`config.mk`:
```
export PLATFORM = sky130hd
export DESIGN_NAME = ser_regbank
export DESIGN_NICKNAME = d
export VERILOG_FILES = /design/src/rtl/ser_pkg.sv /design/src/rtl/ser_rx_buffer.sv /design/src/rtl/ser_modem_status.sv /design/src/rtl/ser_irq_prio.sv /design/src/rtl/ser_regbank.sv
export SDC_FILE = /design/constraint.sdc
export NUM_CORES = 1
export LEC_CHECK = 0
export ABC_CLOCK_PERIOD_IN_PS = 7400
export CELL_PAD_IN_SITES_DETAIL_PLACEMENT = 0
export CELL_PAD_IN_SITES_GLOBAL_PLACEMENT = 1
export CORE_MARGIN = 2
export CORE_UTILIZATION = 50
export DETAILED_ROUTE_END_ITERATION = 8
export GPL_TIMING_DRIVEN = 0
export PLACE_DENSITY = 0.78
export SLEW_MARGIN = 20
export SYNTH_ARGS = -nofsm -noshare
export SYNTH_HDL_FRONTEND = slang
export SYNTH_SLANG_ARGS = --single-unit
```
`constraint.sdc`:
```
create_clock -name clk -period 7.4 [get_ports clk]
set_input_delay 0.74 -clock clk [delete_from_list [all_inputs] [get_ports clk]]
set_output_delay 0.74 -clock clk [all_outputs]
set_load 0.03 [all_outputs]
```
`src/rtl/ser_pkg.sv`:
```
`timescale 1ns/1ps
package ser_pkg;

    localparam logic [2:0] OFS_DATA = 3'd0;
    localparam logic [2:0] OFS_IER  = 3'd1;
    localparam logic [2:0] OFS_IIR  = 3'd2;
    localparam logic [2:0] OFS_LCR  = 3'd3;
    localparam logic [2:0] OFS_MCR  = 3'd4;
    localparam logic [2:0] OFS_LSR  = 3'd5;
    localparam logic [2:0] OFS_MSR  = 3'd6;
    localparam logic [2:0] OFS_SCR  = 3'd7;

    localparam logic [3:0] ID_NONE    = 4'h1;
    localparam logic [3:0] ID_LINE    = 4'h6;
    localparam logic [3:0] ID_RXDATA  = 4'hC;
    localparam logic [3:0] ID_TXEMPTY = 4'h2;
    localparam logic [3:0] ID_MODEM   = 4'h0;

    localparam int IEN_RX    = 0;
    localparam int IEN_TX    = 1;
    localparam int IEN_LINE  = 2;
    localparam int IEN_MODEM = 3;

    localparam int MC_DTR  = 0;
    localparam int MC_RTS  = 1;
    localparam int MC_AUX1 = 2;
    localparam int MC_AUX2 = 3;
    localparam int MC_LOOP = 4;

    localparam int LC_DLAB  = 7;
    localparam int FC_EN    = 0;
    localparam int FC_FLUSH = 1;
    localparam logic [7:0] FC_KEEP = 8'hC9;

    typedef struct packed {
        logic [3:0] ier;
        logic [7:0] lcr;
        logic [4:0] mcr;
        logic [7:0] scr;
        logic [7:0] div_lo;
        logic [7:0] div_hi;
        logic [7:0] fctl;
        logic       thre_pend;
        logic       overrun;
        logic       irq;
        logic       tx_stb;
        logic [7:0] tx_byte;
    } regs_t;

endpackage

```
`src/rtl/ser_rx_buffer.sv`:
```
`timescale 1ns/1ps
module ser_rx_buffer #(
    parameter int DEPTH = 16
) (
    input  logic       clk,
    input  logic       rst_n,
    input  logic       flush,
    input  logic       big,
    input  logic       push,
    input  logic [7:0] push_data,
    input  logic       pop,
    output logic [7:0] head,
    output logic       not_empty,
    output logic       not_empty_next,
    output logic       has_room,
    output logic       reject
);
    localparam int PW = (DEPTH > 1) ? $clog2(DEPTH) : 1;
    localparam int CW = $clog2(DEPTH + 1);
    localparam logic [CW-1:0] CAP_BIG = CW'(DEPTH);
    localparam logic [CW-1:0] CAP_ONE = CW'(1);

    typedef struct packed {
        logic [PW-1:0] rd;
        logic [PW-1:0] wr;
        logic [CW-1:0] count;
    } ptr_t;

    ptr_t          st_d, st_q;
    logic [7:0]    mem_q [DEPTH];
    logic [CW-1:0] cap;
    logic          accept;
    logic          do_pop;

    always_comb begin
        cap       = big ? CAP_BIG : CAP_ONE;
        has_room  = st_q.count < cap;
        accept    = push && !flush && has_room;
        reject    = push && !flush && !has_room;
        do_pop    = pop && !flush && (st_q.count != '0);
        st_d      = st_q;
        if (flush) begin
            st_d = '0;
        end else begin
            if (do_pop) st_d.rd = st_q.rd + 1'b1;
            if (accept) st_d.wr = st_q.wr + 1'b1;
            st_d.count = st_q.count + CW'(accept) - CW'(do_pop);
        end
        head           = mem_q[st_q.rd];
        not_empty      = st_q.count != '0;
        not_empty_next = st_d.count != '0;
    end

    always_ff @(posedge clk or negedge rst_n) begin
        if (!rst_n) st_q <= '0;
        else        st_q <= st_d;
    end

    always_ff @(posedge clk) begin
        if (accept) mem_q[st_q.wr] <= push_data;
    end

    AST_RX_SMALL_CAP: assert property (@(posedge clk) disable iff (!rst_n)
        !big |-> st_q.count <= CAP_ONE);
    AST_RX_WITHIN_DEPTH: assert property (@(posedge clk) disable iff (!rst_n)
        st_q.count <= CAP_BIG);
    AST_RX_FLUSH_EMPTIES: assert property (@(posedge clk) disable iff (!rst_n)
        flush |=> !not_empty);

endmodule

```
`src/rtl/ser_modem_status.sv`:
```
`timescale 1ns/1ps
module ser_modem_status
    import ser_pkg::*;
(
    input  logic       clk,
    input  logic       rst_n,
    input  logic [4:0] mcr_next,
    input  logic [3:0] lines,
    input  logic       clr_delta,
    output logic [7:0] msr,
    output logic       delta_any_next
);
    typedef struct packed {
        logic [3:0] stat;
        logic [3:0] delta;
    } mst_t;

    mst_t       m_d, m_q;
    logic [3:0] eff;
    logic [3:0] chg;

    always_comb begin
        if (mcr_next[MC_LOOP])
            eff = {mcr_next[MC_AUX2], mcr_next[MC_AUX1], mcr_next[MC_DTR], mcr_next[MC_RTS]};
        else
            eff = lines;
        chg[0] = eff[0] ^ m_q.stat[0];
        chg[1] = eff[1] ^ m_q.stat[1];
        chg[2] = m_q.stat[2] & ~eff[2];
        chg[3] = eff[3] ^ m_q.stat[3];
        m_d.stat  = eff;
        m_d.delta = (clr_delta ? 4'h0 : m_q.delta) | chg;
        delta_any_next = m_d.delta != 4'h0;
        msr = {m_q.stat, m_q.delta};
    end

    always_ff @(posedge clk or negedge rst_n) begin
        if (!rst_n) m_q <= '0;
        else        m_q <= m_d;
    end

    AST_MSR_RI_FALL: assert property (@(posedge clk) disable iff (!rst_n)
        $fell(m_q.stat[2]) |-> m_q.delta[2]);
    AST_MSR_DCD_EDGE: assert property (@(posedge clk) disable iff (!rst_n)
        (m_q.stat[3] != $past(m_q.stat[3])) |-> m_q.delta[3]);

endmodule

```
`src/rtl/ser_irq_prio.sv`:
```
`timescale 1ns/1ps
module ser_irq_prio
    import ser_pkg::*;
(
    input  logic [3:0] ien,
    input  logic       overrun,
    input  logic       rx_any,
    input  logic       thre,
    input  logic       modem_any,
    output logic [3:0] id
);
    always_comb begin
        if (overrun && ien[IEN_LINE])        id = ID_LINE;
        else if (rx_any && ien[IEN_RX])      id = ID_RXDATA;
        else if (thre && ien[IEN_TX])        id = ID_TXEMPTY;
        else if (modem_any && ien[IEN_MODEM]) id = ID_MODEM;
        else                                 id = ID_NONE;
    end
endmodule

```
`src/rtl/ser_regbank.sv`:
```
`timescale 1ns/1ps
module ser_regbank
    import ser_pkg::*;
#(
    parameter int RX_DEPTH = 16,
    parameter int REF_HZ   = 1843200,
    parameter int BAUD     = 9600
) (
    input  logic        clk,
    input  logic        rst_n,
    input  logic [2:0]  addr,
    input  logic        wr_en,
    input  logic        rd_en,
    input  logic [7:0]  wdata,
    output logic [7:0]  rdata,
    output logic        tx_strobe,
    output logic [7:0]  tx_byte,
    input  logic        rx_push,
    input  logic [7:0]  rx_byte,
    output logic        rx_ready,
    input  logic [3:0]  modem_in,
    output logic        irq,
    output logic [15:0] baud_div,
    output logic [7:0]  fifo_ctl
);
    localparam logic [15:0] DIV_INIT = 16'(REF_HZ / (16 * BAUD));
    localparam regs_t RST_VAL = '{div_lo: DIV_INIT[7:0], div_hi: DIV_INIT[15:8], default: '0};

    regs_t      r_d, r_q;
    logic       wr, rd, dlab, loop;
    logic       lb_push, flush, pop, clr_msr;
    logic       buf_push;
    logic [7:0] buf_data;
    logic [7:0] head;
    logic       rx_any, rx_any_next, has_room, reject;
    logic [7:0] msr;
    logic       modem_any_next;
    logic [3:0] id_now, id_next;

    ser_rx_buffer #(.DEPTH(RX_DEPTH)) u_rxbuf (
        .clk(clk), .rst_n(rst_n), .flush(flush), .big(r_q.fctl[FC_EN]),
        .push(buf_push), .push_data(buf_data), .pop(pop), .head(head),
        .not_empty(rx_any), .not_empty_next(rx_any_next),
        .has_room(has_room), .reject(reject)
    );

    ser_modem_status u_modem (
        .clk(clk), .rst_n(rst_n), .mcr_next(r_d.mcr), .lines(modem_in),
        .clr_delta(clr_msr), .msr(msr), .delta_any_next(modem_any_next)
    );

    ser_irq_prio u_id_now (
        .ien(r_q.ier), .overrun(r_q.overrun), .rx_any(rx_any),
        .thre(r_q.thre_pend), .modem_any(msr[3:0] != 4'h0), .id(id_now)
    );

    ser_irq_prio u_id_next (
        .ien(r_d.ier), .overrun(r_d.overrun), .rx_any(rx_any_next),
        .thre(r_d.thre_pend), .modem_any(modem_any_next), .id(id_next)
    );

    // next-state logic
    always_comb begin
        wr      = wr_en;
        rd      = rd_en && !wr_en;
        dlab    = r_q.lcr[LC_DLAB];
        loop    = r_q.mcr[MC_LOOP];
        r_d     = r_q;
        r_d.tx_stb = 1'b0;
        lb_push = 1'b0;
        flush   = 1'b0;
        pop     = 1'b0;
        clr_msr = 1'b0;

        if (wr) begin
            case (addr)
                OFS_DATA: begin
                    if (dlab) begin
                        r_d.div_lo = wdata;
                    end else begin
                        r_d.thre_pend = 1'b1;
                        if (loop) begin
                            lb_push = 1'b1;
                        end else begin
                            r_d.tx_stb  = 1'b1;
                            r_d.tx_byte = wdata;
                        end
                    end
                end
                OFS_IER: begin
                    if (dlab) r_d.div_hi = wdata;
                    else      r_d.ier    = wdata[3:0];
                end
                OFS_IIR: begin
                    if (wdata[FC_EN] != r_q.fctl[FC_EN]) flush = 1'b1;
                    if (wdata[FC_EN]) begin
                        if (wdata[FC_FLUSH]) flush = 1'b1;
                        r_d.fctl = wdata & FC_KEEP;
                    end else begin
                        r_d.fctl = '0;
                    end
                end
                OFS_LCR: r_d.lcr = wdata;
                OFS_MCR: r_d.mcr = wdata[4:0];
                OFS_SCR: r_d.scr = wdata;
                default: ;
            endcase
        end

        if (rd) begin
            case (addr)
                OFS_DATA: if (!dlab) pop = 1'b1;
                OFS_IIR:  if (id_now == ID_TXEMPTY) r_d.thre_pend = 1'b0;
                OFS_LSR:  r_d.overrun = 1'b0;
                OFS_MSR:  clr_msr = 1'b1;
                default: ;
            endcase
        end

        buf_push = lb_push || (rx_push && !loop);
        buf_data = lb_push ? wdata : rx_byte;
        if (reject) r_d.overrun = 1'b1;
        r_d.irq = id_next != ID_NONE;
    end

    // read data
    always_comb begin
        rdata = 8'h00;
        if (rd) begin
            case (addr)
                OFS_DATA: rdata = dlab ? r_q.div_lo : (rx_any ? head : 8'hFF);
                OFS_IER:  rdata = dlab ? r_q.div_hi : {4'h0, r_q.ier};
                OFS_IIR:  rdata = {r_q.fctl[FC_EN] ? 2'b11 : 2'b00, 2'b00, id_now};
                OFS_LCR:  rdata = r_q.lcr;
                OFS_MCR:  rdata = {3'b000, r_q.mcr};
                OFS_LSR:  rdata = {1'b0, 1'b1, 1'b1, 3'b000, r_q.overrun, rx_any};
                OFS_MSR:  rdata = msr;
                OFS_SCR:  rdata = r_q.scr;
                default:  rdata = 8'hFF;
            endcase
        end
    end

    always_ff @(posedge clk or negedge rst_n) begin
        if (!rst_n) r_q <= RST_VAL;
        else        r_q <= r_d;
    end

    assign tx_strobe = r_q.tx_stb;
    assign tx_byte   = r_q.tx_byte;
    assign irq       = r_q.irq;
    assign baud_div  = {r_q.div_hi, r_q.div_lo};
    assign fifo_ctl  = r_q.fctl;
    assign rx_ready  = !r_q.mcr[MC_LOOP] && has_room;

    AST_THRE_CLEARED: assert property (@(posedge clk) disable iff (!rst_n)
        (rd_en && !wr_en && addr == OFS_IIR && rdata[3:0] == ID_TXEMPTY) |=> !r_q.thre_pend);
    AST_OVERRUN_CLEARED: assert property (@(posedge clk) disable iff (!rst_n)
        (rd_en && !wr_en && addr == OFS_LSR && !reject) |=> !r_q.overrun);
    AST_NO_TX_IN_LOOP: assert property (@(posedge clk) disable iff (!rst_n)
        tx_strobe |-> !$past(r_q.mcr[MC_LOOP]));
    AST_IRQ_MASKED: assert property (@(posedge clk) disable iff (!rst_n)
        (r_q.ier == 4'h0) |-> !irq);
    AST_DIV_NEEDS_DLAB: assert property (@(posedge clk) disable iff (!rst_n)
        !$stable(baud_div) |-> $past(r_q.lcr[LC_DLAB]));

endmodule

```
# Word level (Yosys, flattened, before mapping)
# Memory sizes are Yosys's and may differ from the RTL's.
# Cells that the tools add are included.
[word_totals]
mem_count = 1
input_bits = 28
wordCells = 135
out_inout_bits = 43
ram_bits = 128
reg_bits = 82
[mem_list]
columns = ["memory", "words", "word_bits", "read_ports", "rd_clocked_by_memory_dff", "write_ports", "line", "text"]
rows = [
  ["u_rxbuf.mem_q", 16, 8, 1, 0, 1, "ser_rx_buffer.sv:30", "logic [7:0] mem_q [DEPTH];"],
]
[op_classes]
n_eq_ne = 10
n_lt_le_gt_ge = 1
bitwise_logic = 8
n_mux = 60
addsub = 4
n_reduce_logical = 34
[ops]
columns = ["op", "n"]
rows = [
  ["8-bit two-way mux", 13],
  ["8-bit case mux with 8 select lines", 1],
  ["50-bit two-way mux", 1],
  ["4-bit two-way mux", 12],
  ["9-bit two-way mux", 4],
  ["1-bit two-way mux", 24],
  ["1-bit logical AND", 16],
  ["13-bit two-way mux", 1],
  ["3-bit == test, second input constant", 4],
  ["5-bit two-way mux", 2],
  ["5-bit nonzero test", 2],
  ["4-bit by 1-bit adder with 4-bit output, second input constant", 2],
  ["4-bit nonzero test", 2],
  ["3-bit by 2-bit == test with 1-bit output, second input constant", 2],
  ["2-bit AND reduction", 3],
  ["3-bit AND reduction", 2],
  ["5-bit by 1-bit adder with 5-bit output", 1],
  ["5-bit < comparator", 1],
  ["5-bit by 1-bit subtractor with 5-bit output", 1],
  ["4-bit by 2-bit == test with 1-bit output, second input constant", 1],
  ["1-bit zero test", 4],
  ["2-bit two-way mux", 2],
  ["4-bit by 1-bit != test with 1-bit output, second input constant", 1],
  ["4-bit bitwise OR", 1],
  ["other kinds (9)", 14],
]

# Longest topological paths before layout
# Gate-level depths: netlist (run 1).
[logic_depth]
depth_word = 17
ltp_mapped = 16

# Modules after synthesis
# From an unflattened synthesis (run 1), not the netlist that was laid out.
[hier_totals]
cells_unflattened = 640
hier_area_um2 = 9741.8
[by_module_without_submodules]
columns = ["mod", "instances", "cells_per_inst", "area_per_inst_um2"]
rows = [
  ["ser_rx_buffer", 1, 322, 5957.0],
  ["ser_regbank", 1, 279, 3345.7],
  ["ser_modem_status", 1, 29, 354.1],
  ["ser_irq_prio", 2, 5, 42.5],
]

# Worst setup path before layout (run 1)
# No wires, ideal clock.
[synth_path]
path_type = "input port to flip-flop"
from = "input addr[0]"
to = "register r_q, in the netlist irq"
cell_stages = 15
arrival_time_ns = 3.259
n_path_buf = 1
required_ns = 7.265
slack_ns = 4.005
setup_time_ns = 0.135
cell_sequence = "buf_2 nor3_4 nand3_1 nor2_1 ha_1 inv_1 ha_1 inv_1 fa_1 nor2_1 nor2_1 o21bai_1 xnor2_1 a31o_2 nand3_1"
[synth_rtl]
columns = ["item", "line", "text"]
rows = [
  ["start: declaration", "ser_regbank.sv:11", "input logic [2:0] addr,"],
  ["end signal: assignment", "ser_regbank.sv:146", "else r_q <= r_d;"],
  ["end: declaration", "ser_regbank.sv:29", "regs_t r_d, r_q;"],
]

# Worst setup path after layout (run 1)
[layout_path]
from = "register u_rxbuf.st_q[10] (netlist name)"
to = "output rdata[3]"
[layout_between]
elab_chain_len = 5
[layout_lines]
columns = ["item", "line", "text"]
rows = [
  ["start: declaration", "ser_rx_buffer.sv:29", "ptr_t st_d, st_q;"],
  ["start signal: assignment", "ser_rx_buffer.sv:56", "else st_q <= st_d;"],
  ["memory 16 x 8 bit", "n/a", ""],
  ["8-bit two-way mux (2 in series)", "ser_regbank.sv:131", "OFS_DATA: rdata = dlab ? r_q.div_lo : (rx_any ? head : 8'hFF);"],
  ["8-bit case mux with 8 select lines", "ser_regbank.sv:130", "case (addr)"],
  ["8-bit two-way mux", "ser_regbank.sv:129", "if (rd) begin"],
  ["end: declaration", "ser_regbank.sv:15", "output logic [7:0] rdata,"],
]
# Every way passes these cells.

==> results of run 1 <==
-- cells in the mapped netlist, types with 2 or more instances --
cell	number
edfxtp_1	128
dfrtp_1	76
mux2_2	60
nor2_1	43
mux4_2	41
nand2_1	38
buf_4	34
clkbuf_1	18
o21ai_0	18
mux2i_1	16
a21oi_1	15
ha_1	14
inv_1	14
nand3_1	11
nor3_1	11
buf_2	9
nor2b_1	8
xnor2_1	8
buf_1	6
nand2b_1	5
a221oi_1	4
a31oi_1	4
xor2_1	4
a211oi_1	3
a22o_1	3
a22oi_1	3
and3b_1	3
nand4_1	3
o22ai_1	3
dfstp_2	2
o31ai_1	2
o41ai_1	2
-- kinds of logic (layout without fill, tap and decap cells) --
| group | after synthesis | after routing | synth area share, % |
|---|---|---|---|
| DFF | 206 | 206 | 62.0 |
| and+or+nand+nor | 130 | 130 | 6.58 |
| muxes | 117 | 117 | 18.8 |
| buffers and inverters | 82 | 182 | 4.79 |
| AOI/OAI and AO/OA | 64 | 64 | 4.56 |
| adders and majority gates | 15 | 15 | 2.09 |
| xor gates and xnor gates | 12 | 12 | 1.12 |
| other | 1 | 4 | 0.0401 |
-- layer usage --
| layer | vias to the layer above | wire length (um) | global-route usage, % |
|---|---|---|---|
| met3 | 57 | 1090 | 3.33 |
| met5 | - | 0 | 0 |
| met4 | 0 | 853 | 8.37 |
| met2 | 179 | 11200 | 39.4 |
| li1 | 2492 | - | - |
| met1 | 2827 | 8880 | 29.2 |
-- placed cells by master (no fill, tap or decap), drive strengths merged, types with 8 or more instances in the layout --
cell type / n
a21oi: 15
clkdlybuf4s50: 59
dfrtp: 76
buf: 51
mux2: 60
nand3: 11
edfxtp: 128
mux2i: 16
ha: 14
nor2: 43
xnor2: 8
mux4: 41
clkbuf: 50
inv: 14
nand2: 39
nor3: 12
o21ai: 18
nor2b: 8
-- through the flow --
stage | power [mW] | hold WS (ns) | cell area (um^2)
floorplan | 2.27 | 0.444 | 9360
global placement | 2.59 | 0.472 | 10300
detailed placement | 2.62 | 0.477 | 10300
CTS | 3.73 | 0.219 | 11000
global route | 3.87 | 0.261 | 11000
finish | 3.70 | 0.218 | 11000
-- state kept, by name (all words and copies together) (netlist names), 4 cells and up --
name	count
baud_div	16
fifo_ctl	4
r_q	25
tx_byte	8
u_modem.msr	8
u_rxbuf.mem_q	128
u_rxbuf.st_q	13
-- worst paths after layout --
check	depth (start not counted)	start	slack (ns)	endpoint
max	7	u_rxbuf.st_q[10]	3.01	rdata[3]
min	1	rst_n	0.22	r_q[46]
max reg2reg	16	u_rxbuf.st_q[2]	3.52	irq
min reg2reg	2	fifo_ctl[6]	0.49	fifo_ctl[6]
max in group asynchronous	2	rst_n	6.53	baud_div[3]
min in group clk	2	fifo_ctl[6]	0.49	fifo_ctl[6]
-- where the power goes --
| part | switching, mW | total [mW] | internal, mW |
|---|---|---|---|
| registers | 0.108 | 1.49 | 1.38 |
| logic | 0.573 | 1.11 | 0.540 |
| clock network | 0.445 | 1.10 | 0.654 |
| total | 1.13 | 3.70 | 2.57 |
-- critical path, stage by stage (launching register included) --
cell and delay (ns):
dfrtp_1 0.36, clkbuf_1 0.37, clkbuf_1 0.59, mux4_2 0.43, mux4_2 0.49, nor2_1 0.18, a211oi_1 0.08, clkdlybuf4s50_1 0.61
-- cell type report --
cell class                 instances  area, um^2
fill                            1415        7500
sequential                       206        5800
multi-input combinational        342        3140
timing repair buffer              61         618
clock buffer                      31         616
buffer                            68         395
tap                              234         293
clock inverter                     8         113
inverter                          14        52.6
==> flow_summary.yaml, run 1 <==
synthesis:
  synth-warning-count: 0
  synth_top_area_share_pct: 41.1
  synth_area_um2: 9350
  synth_cell_type_count: 50
  synth_largest_area_cell: "edfxtp_1"
  synth_seq_cells: 206
  synth.avg_cell_area_um2: 14.9
  async_reset_ff_share_pct: 37.9
  synthCells: 627
  synth-main-ff-cell: "edfxtp_1"
  synth.yosys.seq_area_share_pct: 62.0
  ys_top_cells_by_area: "edfxtp_1 (41%), dfrtp_1 (20%), mux4_2 (9.9%), mux2_2 (7.2%), buf_4 (2.7%)"
  synth_edf_count: 128
pwr:
  p_leak_nw: 4.07
  pwr_density_cell_nw_per_um2: 336
  peakVddDrop_v: 0.000231
clocking:
  h-tree-depth: 1
  path_clk_slew_ns: 0.06
  cts_root_buf: "clkbuf_16"
  tritoncts: "yes"
  clkLatencyLatePin_ns: 0.52
  cts_resized: 0
  cts_sinks: 206
  cts_setup_buffers: 0
  cts_hold_buf: 0
  clock_path_buffers: 3
  numCtsBuffers: 22
sta:
  clock_skew_ns: 0.0160
  finalSetupViolCount: 0
  finalSetupTns_ns: 0
  maxSlewHeadroom_pct: 34.8
  setup_ws_ns: 3.01
  rsz0062_at_grt: "no"
  tightestPinTransition_ns: 0.970
  slew_violations: 0
  hold_viol_final: 0
  clock.fmax_ghz: 0.228
  period_share_pct: 59.3
  period_needed_ns: 4.39
final_layout:
  antennaDiodeCount: 0
  layout-drive-gt1-share_pct: 25.9
  finalNetCount: 758
  fin_util_pct: 59.5
  syn_to_final_growth_pct: 17.9
  fin_cells: 964
floorplanning:
  start_util_pct: 50.5
  coreArea_um2: 18500
  fp-row-count: 50
  die_y_um: 141
  ios: 71
  die_w_um: 141
  die_area_um2: 19800
route:
  routed_wl_um: 22000
  wire_per_inst_um: 22.8
  dr.pass1.iters: 5
  drt_iter0_drc: 436
  vias_per_cell: 5.76
  ant_nets: 0
  routed-via-count: 5555
  route.detailed.drc: 0
place:
  gp_congestion: 0.918
  numPortBuffers: 60
  post-dp-hpwl_um: 15600
  numPlacedInstances: 925
  post-place-ws_ns: 3.32
worst_setup_path:
  crit_fanout: 10
  required_ns: 6.66
  worst_setup_path_start_kind: "register"
  endpoint_kind: "primary output"
  cp.arrival_ns: 3.65
  crit_type: "reg2out"
outcome:
  status: "finished clean"
global_routing:
  grt_util_all_layers_pct: 22.7
  gr-total-overflow: 0
  first_global_vias: 5829
  grt_max_degree: 43
  grt_pass1_wl_um: 34000
  antenna_found_initial: 0
hold_path:
  hold_class: "in2async"
job:
  maxCapViolations: 0
Note: power is estimated with default switching activity, not from simulation.
==> run 2: changes to the inputs <==
--- a/config.mk
+++ b/config.mk
@@ -5,14 +5,14 @@
 export SDC_FILE = /design/constraint.sdc
 export NUM_CORES = 1
 export LEC_CHECK = 0
-export ABC_CLOCK_PERIOD_IN_PS = 7400
+export ABC_CLOCK_PERIOD_IN_PS = 4000
 export CELL_PAD_IN_SITES_DETAIL_PLACEMENT = 0
 export CELL_PAD_IN_SITES_GLOBAL_PLACEMENT = 1
 export CORE_MARGIN = 2
-export CORE_UTILIZATION = 50
+export CORE_UTILIZATION = 44
 export DETAILED_ROUTE_END_ITERATION = 8
 export GPL_TIMING_DRIVEN = 0
-export PLACE_DENSITY = 0.78
+export PLACE_DENSITY = 0.72
 export SLEW_MARGIN = 20
 export SYNTH_ARGS = -nofsm -noshare
 export SYNTH_HDL_FRONTEND = slang
==> constraint.sdc (replaced) <==
create_clock -name clk -period 4 [get_ports clk]
set_input_delay 0.4 -clock clk [delete_from_list [all_inputs] [get_ports clk]]
set_output_delay 0.4 -clock clk [all_outputs]
set_load 0.03 [all_outputs]
==> run 2 against run 1 <==
  * Combinational power is 87% higher
  * Register-to-register slack worse by 3.2 ns
  * Clock power is 71% higher
  * Die area is 13% higher
  * Cell area is 0.19% higher
  * Count of clock-buffer cells in the layout is 1 lower
  * Sequential power is 85% higher
  * Global-route usage is 2.1 points lower
  * Largest power group unchanged
==> flow_summary.yaml, run 2 (synthesized netlist as in run 1, its figures left out) <==
sta:
  period_share_pct: 96.0
  hold_viol_final: 0
  finalSetupViolCount: 0
  clock_skew_ns: 0.0165
  setup_ws_ns: 0.161
  tightestPinTransition_ns: 0.977
  slew_violations: 0
  clock.fmax_ghz: 0.260
  finalSetupTns_ns: 0
  period_needed_ns: 3.84
  rsz0062_at_grt: "no"
  maxSlewHeadroom_pct: 34.4
floorplanning:
  fp-row-count: 53
  die_y_um: 150
  start_util_pct: 44.6
  ios: 71
  die_area_um2: 22400
  die_w_um: 150
  coreArea_um2: 21000
worst_setup_path:
  crit_fanout: 9
  required_ns: 3.60
  critical_path.slowest_cell: "clkdlybuf4s50_1"
  slowest_delay_ns: 0.77
  worst_setup_path_start_kind: "register"
  cp_cell_sequence: "inv_1 > ha_1 > or4b_2 > nand3_2 > nor2_1 > nor4_1 > clkdlybuf4s50_1"
  crit_type: "reg2out"
  cp.arrival_ns: 3.44
  endpoint_kind: "primary output"
final_layout:
  final_common_cell: "edfxtp_1"
  fin_cells: 1004
  top_register: "u_rxbuf.mem_q"
  antennaDiodeCount: 0
  n_fill_cell: 1777
  largest_reg_flops: 128
  layout-drive-gt1-share_pct: 26.7
  syn_to_final_growth_pct: 18.1
  finalNetCount: 759
  final_cell_mix: "edfxtp_1 (128), dfrtp_1 (76), mux2_2 (60)"
global_routing:
  first_global_vias: 5780
  grt_util_all_layers_pct: 20.6
  grt_pass1_wl_um: 34600
  gr-total-overflow: 0
  antenna_found_initial: 0
  grt_max_degree: 46
clocking:
  clock_path_buffers: 3
  numCtsBuffers: 22
  cts_sinks: 206
  cts_root_buf: "clkbuf_16"
  tritoncts: "yes"
  h-tree-depth: 1
  clkLatencyLatePin_ns: 0.51
  path_clk_slew_ns: 0.06
route:
  routed-via-count: 5521
  wire_per_inst_um: 22.5
  routed_wl_um: 22600
  route.detailed.drc: 0
  ant_nets: 0
  drt_iter0_drc: 352
  vias_per_cell: 5.50
  dr.pass1.iters: 5
pwr:
  switchingPower_mw: 2.08
  pwr-share-seq_pct: 41.0
  pwr-share-comb_pct: 30.9
  p_leak_nw: 4.08
  p_int_mw: 4.63
  swShare_pct: 31.1
  pwr_density_cell_nw_per_um2: 608
  power.total_mw: 6.71
  peakVddDrop_v: 0.000382
  p_clk_share_pct: 28.0
place:
  numPortBuffers: 60
  post-place-ws_ns: 0.141
  post-dp-hpwl_um: 16100
  numPlacedInstances: 966
  gp_congestion: 0.913
hold_path:
  hold_class: "in2reg"
outcome:
  status: "finished clean"
job:
  maxCapViolations: 0
-- run 2: final timing paths --
path / start / cells past startpoint / slack [ns] / to
max: u_rxbuf.st_q[2] / 7 / 0.16 / rdata[4]
min: wdata[1] / 3 / 0.31 / r_q[45]
max reg2reg: u_rxbuf.st_q[2] / 16 / 0.31 / irq
min reg2reg: r_q[40] / 1 / 0.50 / r_q[40]
max in group asynchronous: rst_n / 3 / 3.03 / baud_div[7]
min in group asynchronous: rst_n / 2 / 0.39 / r_q[46]
-- run 2: power by group through the flow --
stage / registers (mW) / clock network [mW] / logic [mW]
final: 2.75 / 1.88 / 2.08
after global routing: 2.78 / 2.00 / 2.26
after CTS: 2.75 / 1.92 / 2.09
after detailed placement: 2.79 / 0 / 2.08
after global placement: 2.78 / 0 / 2.03
after floorplan: 2.71 / 0 / 1.49
-- run 2: final cells by class --
cell class,count,area (um^2),area share [%]
flip-flops and latches,206,5800,52.5
clock inverters,7,51.3,0.465
clock buffers,30,611,5.53
inverters,14,52.6,0.476
plain buffers,68,404,3.66
well taps,275,344,3.12
repair buffers,62,641,5.80
multi-input cells,342,3140,28.4
-- run 2: layer usage --
| layer | global-route usage (%) | routed length [um] |
|---|---|---|
| met1 | 26.5 | 9320 |
| met2 | 36.2 | 11600 |
| met3 | 2.80 | 942 |
| met4 | 6.60 | 727 |
| met5 | 0 | 0 |
-- run 2: what timing repair did --
item                                    CTS  global route
setup buffers                             0             0
pin swaps                                 0             0
endpoints found under the hold margin    31             0
gates resized for setup                   3             7
hold buffers                              1             0
endpoints found under the setup margin    5             7
-- run 2: through the flow --
step / util [%] / area [um^2] / hold slack (ns)
floorplan: - / 9360 / 0.104
global placement: 49.2 / 10300 / 0.477
detailed placement: 49.4 / 10400 / 0.382
CTS: 52.6 / 11000 / 0.303
global route: 52.7 / 11000 / 0.308
finish: 52.7 / 11000 / 0.312
-- run 2: critical path: cells and delay by family (launching register included) --
| family | cells | cell delay [ns] |
|---|---|---|
| adder cells (fa/ha/maj) | 1 | 0.16 |
| flip-flops | 1 | 0.38 |
| buffers and inverters | 2 | 0.90 |
| AND/OR/NAND/NOR | 4 | 1.50 |
==> run 3: changes to the inputs <==
--- a/config.mk
+++ b/config.mk
@@ -8,7 +8,7 @@
 export ABC_CLOCK_PERIOD_IN_PS = 4000
 export CELL_PAD_IN_SITES_DETAIL_PLACEMENT = 0
 export CELL_PAD_IN_SITES_GLOBAL_PLACEMENT = 1
-export CORE_MARGIN = 2
+export CORE_MARGIN = 3
 export CORE_UTILIZATION = 44
 export DETAILED_ROUTE_END_ITERATION = 8
 export GPL_TIMING_DRIVEN = 0
==> run 3 against run 2 <==
  * Global-route usage decreased by 0.69 points
  * Combinational power about the same
  * Hold slack got worse by 0.019 ns
  * Utilization increased by 1.6 points
  * Die area increased by 2.7%
  * Worst setup slack improved by 0.0094 ns
  * Critical path depth increased by 1
  * Fmax increased by 0.24%
  * Via count increased by 0.31%
  * Critical endpoint is now rdata[0]
  * Largest cell class unchanged
==> flow_summary.yaml, run 3 (synthesized netlist as in run 1, its figures left out) <==
worst_setup_path:
  reg2reg_depth: 16
  crit_fanout: 4
  cp.arrival_ns: 3.43
  r2r_end: "irq"
  crit_type: "reg2out"
  worst-r2r-setup-slack_ns: 0.29
  slowest_delay_ns: 0.73
  required_ns: 3.60
  cp_cell_sequence: "inv_1 > ha_1 > or4b_2 > and2_1 > nor3_1 > nand3_1 > a21oi_1 > clkdlybuf4s50_1"
  worst_setup_path_start_kind: "register"
  r2r-start: "u_rxbuf.st_q[2]"
  endpoint_kind: "primary output"
  critical_path.slowest_cell: "clkdlybuf4s50_1"
hold_path:
  whs_endpoint: "r_q[45]"
  hold_depth: 3
  hold_class: "in2reg"
  hp-start: "wdata[1]"
global_routing:
  antenna_found_initial: 0
  grt_util_all_layers_pct: 19.9
  grt_pass1_wl_um: 34200
  grt_max_degree: 41
  gr-total-overflow: 0
  first_global_vias: 5705
route:
  routed_wl_um: 22200
  route.detailed.drc: 0
  dr.pass1.iters: 5
  ant_nets: 0
  drt_iter0_drc: 370
  wire_per_inst_um: 22.1
  routed-via-count: 5538
  vias_per_cell: 5.52
pwr:
  swShare_pct: 29.7
  p_leak_nw: 4.14
  pwr-share-seq_pct: 39.0
  switchingPower_mw: 2.09
  pwr-share-comb_pct: 29.6
  p_int_mw: 4.95
  peakVddDrop_v: 0.000465
  pwr_density_cell_nw_per_um2: 630
  p_clk_share_pct: 31.4
final_layout:
  finalNetCount: 760
  fin_util_pct: 54.3
  top_register: "u_rxbuf.mem_q"
  antennaDiodeCount: 0
  seqCellArea_um2: 5800
  layout-drive-gt1-share_pct: 27.1
  final_common_cell: "edfxtp_1"
  multi_input_comb_area_um2: 3140
  n_fill_cell: 1686
  largest_reg_flops: 128
  syn_to_final_growth_pct: 19.4
  final_cell_mix: "edfxtp_1 (128), dfrtp_1 (76), mux2_2 (60)"
sta:
  tightestPinTransition_ns: 0.964
  clock.fmax_ghz: 0.261
  maxSlewHeadroom_pct: 35.5
  slew_violations: 0
  hold_viol_final: 0
  worst_hold_slack_ns: 0.293
  period_needed_ns: 3.83
  rsz0062_at_grt: "no"
  finalSetupViolCount: 0
  clock_skew_ns: 0.00698
  period_share_pct: 95.7
job:
  maxCapViolations: 0
clocking:
  numCtsBuffers: 23
  clock_path_buffers: 3
  cts_setup_buffers: 0
  h-tree-depth: 1
  tritoncts: "yes"
  cts_root_buf: "clkbuf_16"
  cts_sinks: 206
  path_clk_slew_ns: 0.06
  clkLatencyLatePin_ns: 0.50
place:
  gp_congestion: 0.883
  post-dp-hpwl_um: 15700
  numPortBuffers: 60
floorplanning:
  coreArea_um2: 20600
  die_w_um: 152
  ios: 71
  start_util_pct: 45.5
  fp-row-count: 52
  die_y_um: 152
  die_area_um2: 23000
outcome:
  status: "finished clean"
-- run 3: routing by layer --
metal	vias up	routed length (um)	track usage [%]
met5	-	0	0
li1	2501	-	-
met1	2831	9220	26.6
met3	42	1130	2.80
met2	164	11300	34.6
met4	0	532	4.63
-- run 3: per-stage QoR --
stage               setup TNS [ns]  cell area [um^2]  instances  power, mW  setup WS [ns]
global placement            -23.82             10300        960       4.81         -0.320
detailed placement               0             10300        961       4.88          0.153
floorplan                        0              9360        630       4.21          0.674
global route                     0             11200       1004       7.38         0.0425
CTS                              0             11200       1004       7.10         0.0607
finish                           0             11200       1004       7.04          0.171
-- run 3: power by group through the flow --
stage | clock, mW | combinational, mW | sequential (mW)
after floorplan | 0 | 1.49 | 2.71
after global placement | 0 | 2.03 | 2.77
after detailed placement | 0 | 2.09 | 2.78
after CTS | 2.25 | 2.10 | 2.74
after global routing | 2.35 | 2.26 | 2.77
final | 2.21 | 2.09 | 2.74
-- run 3: final cells by class --
type / count / area share [%]
sequential: 206 / 51.9
multi-input combinational: 342 / 28.1
clock buffer: 32 / 5.81
timing repair buffer: 62 / 5.65
buffer: 68 / 3.62
tap: 270 / 3.02
clock inverter: 10 / 1.39
inverter: 14 / 0.470
-- run 3: worst max-delay path by stage --
| stage | from | to | slack [ns] | cells after the start |
|---|---|---|---|---|
| floorplan | u_rxbuf.st_q[2] | irq | 0.67 | 16 |
| CTS | u_rxbuf.st_q[9] | rdata[0] | 0.06 | 7 |
| detailed placement | u_rxbuf.st_q[2] | irq | 0.15 | 16 |
| global placement | rst_n | baud_div[6] | -0.32 | 1 |
| global route | u_rxbuf.st_q[9] | rdata[2] | 0.04 | 7 |
| finish | u_rxbuf.st_q[2] | rdata[0] | 0.17 | 8 |
-- run 3: worst max-delay path, delay by kind of cell, from the launching register on --
family	cells	cell delay [ns]
DFF	1	0.38
adders and majority gates	1	0.15
AOI/OAI and AO/OA	1	0.25
and+or+nand+nor	4	1.29
buffers and inverters	2	0.85
-- run 3: timing repair --
action / in CTS / in global routing
gates resized for setup: 4 / 4
pin swaps: 0 / 0
endpoints found under the hold margin: 39 / 0
hold buffers: 1 / 0
setup endpoints to repair: 7 / 5
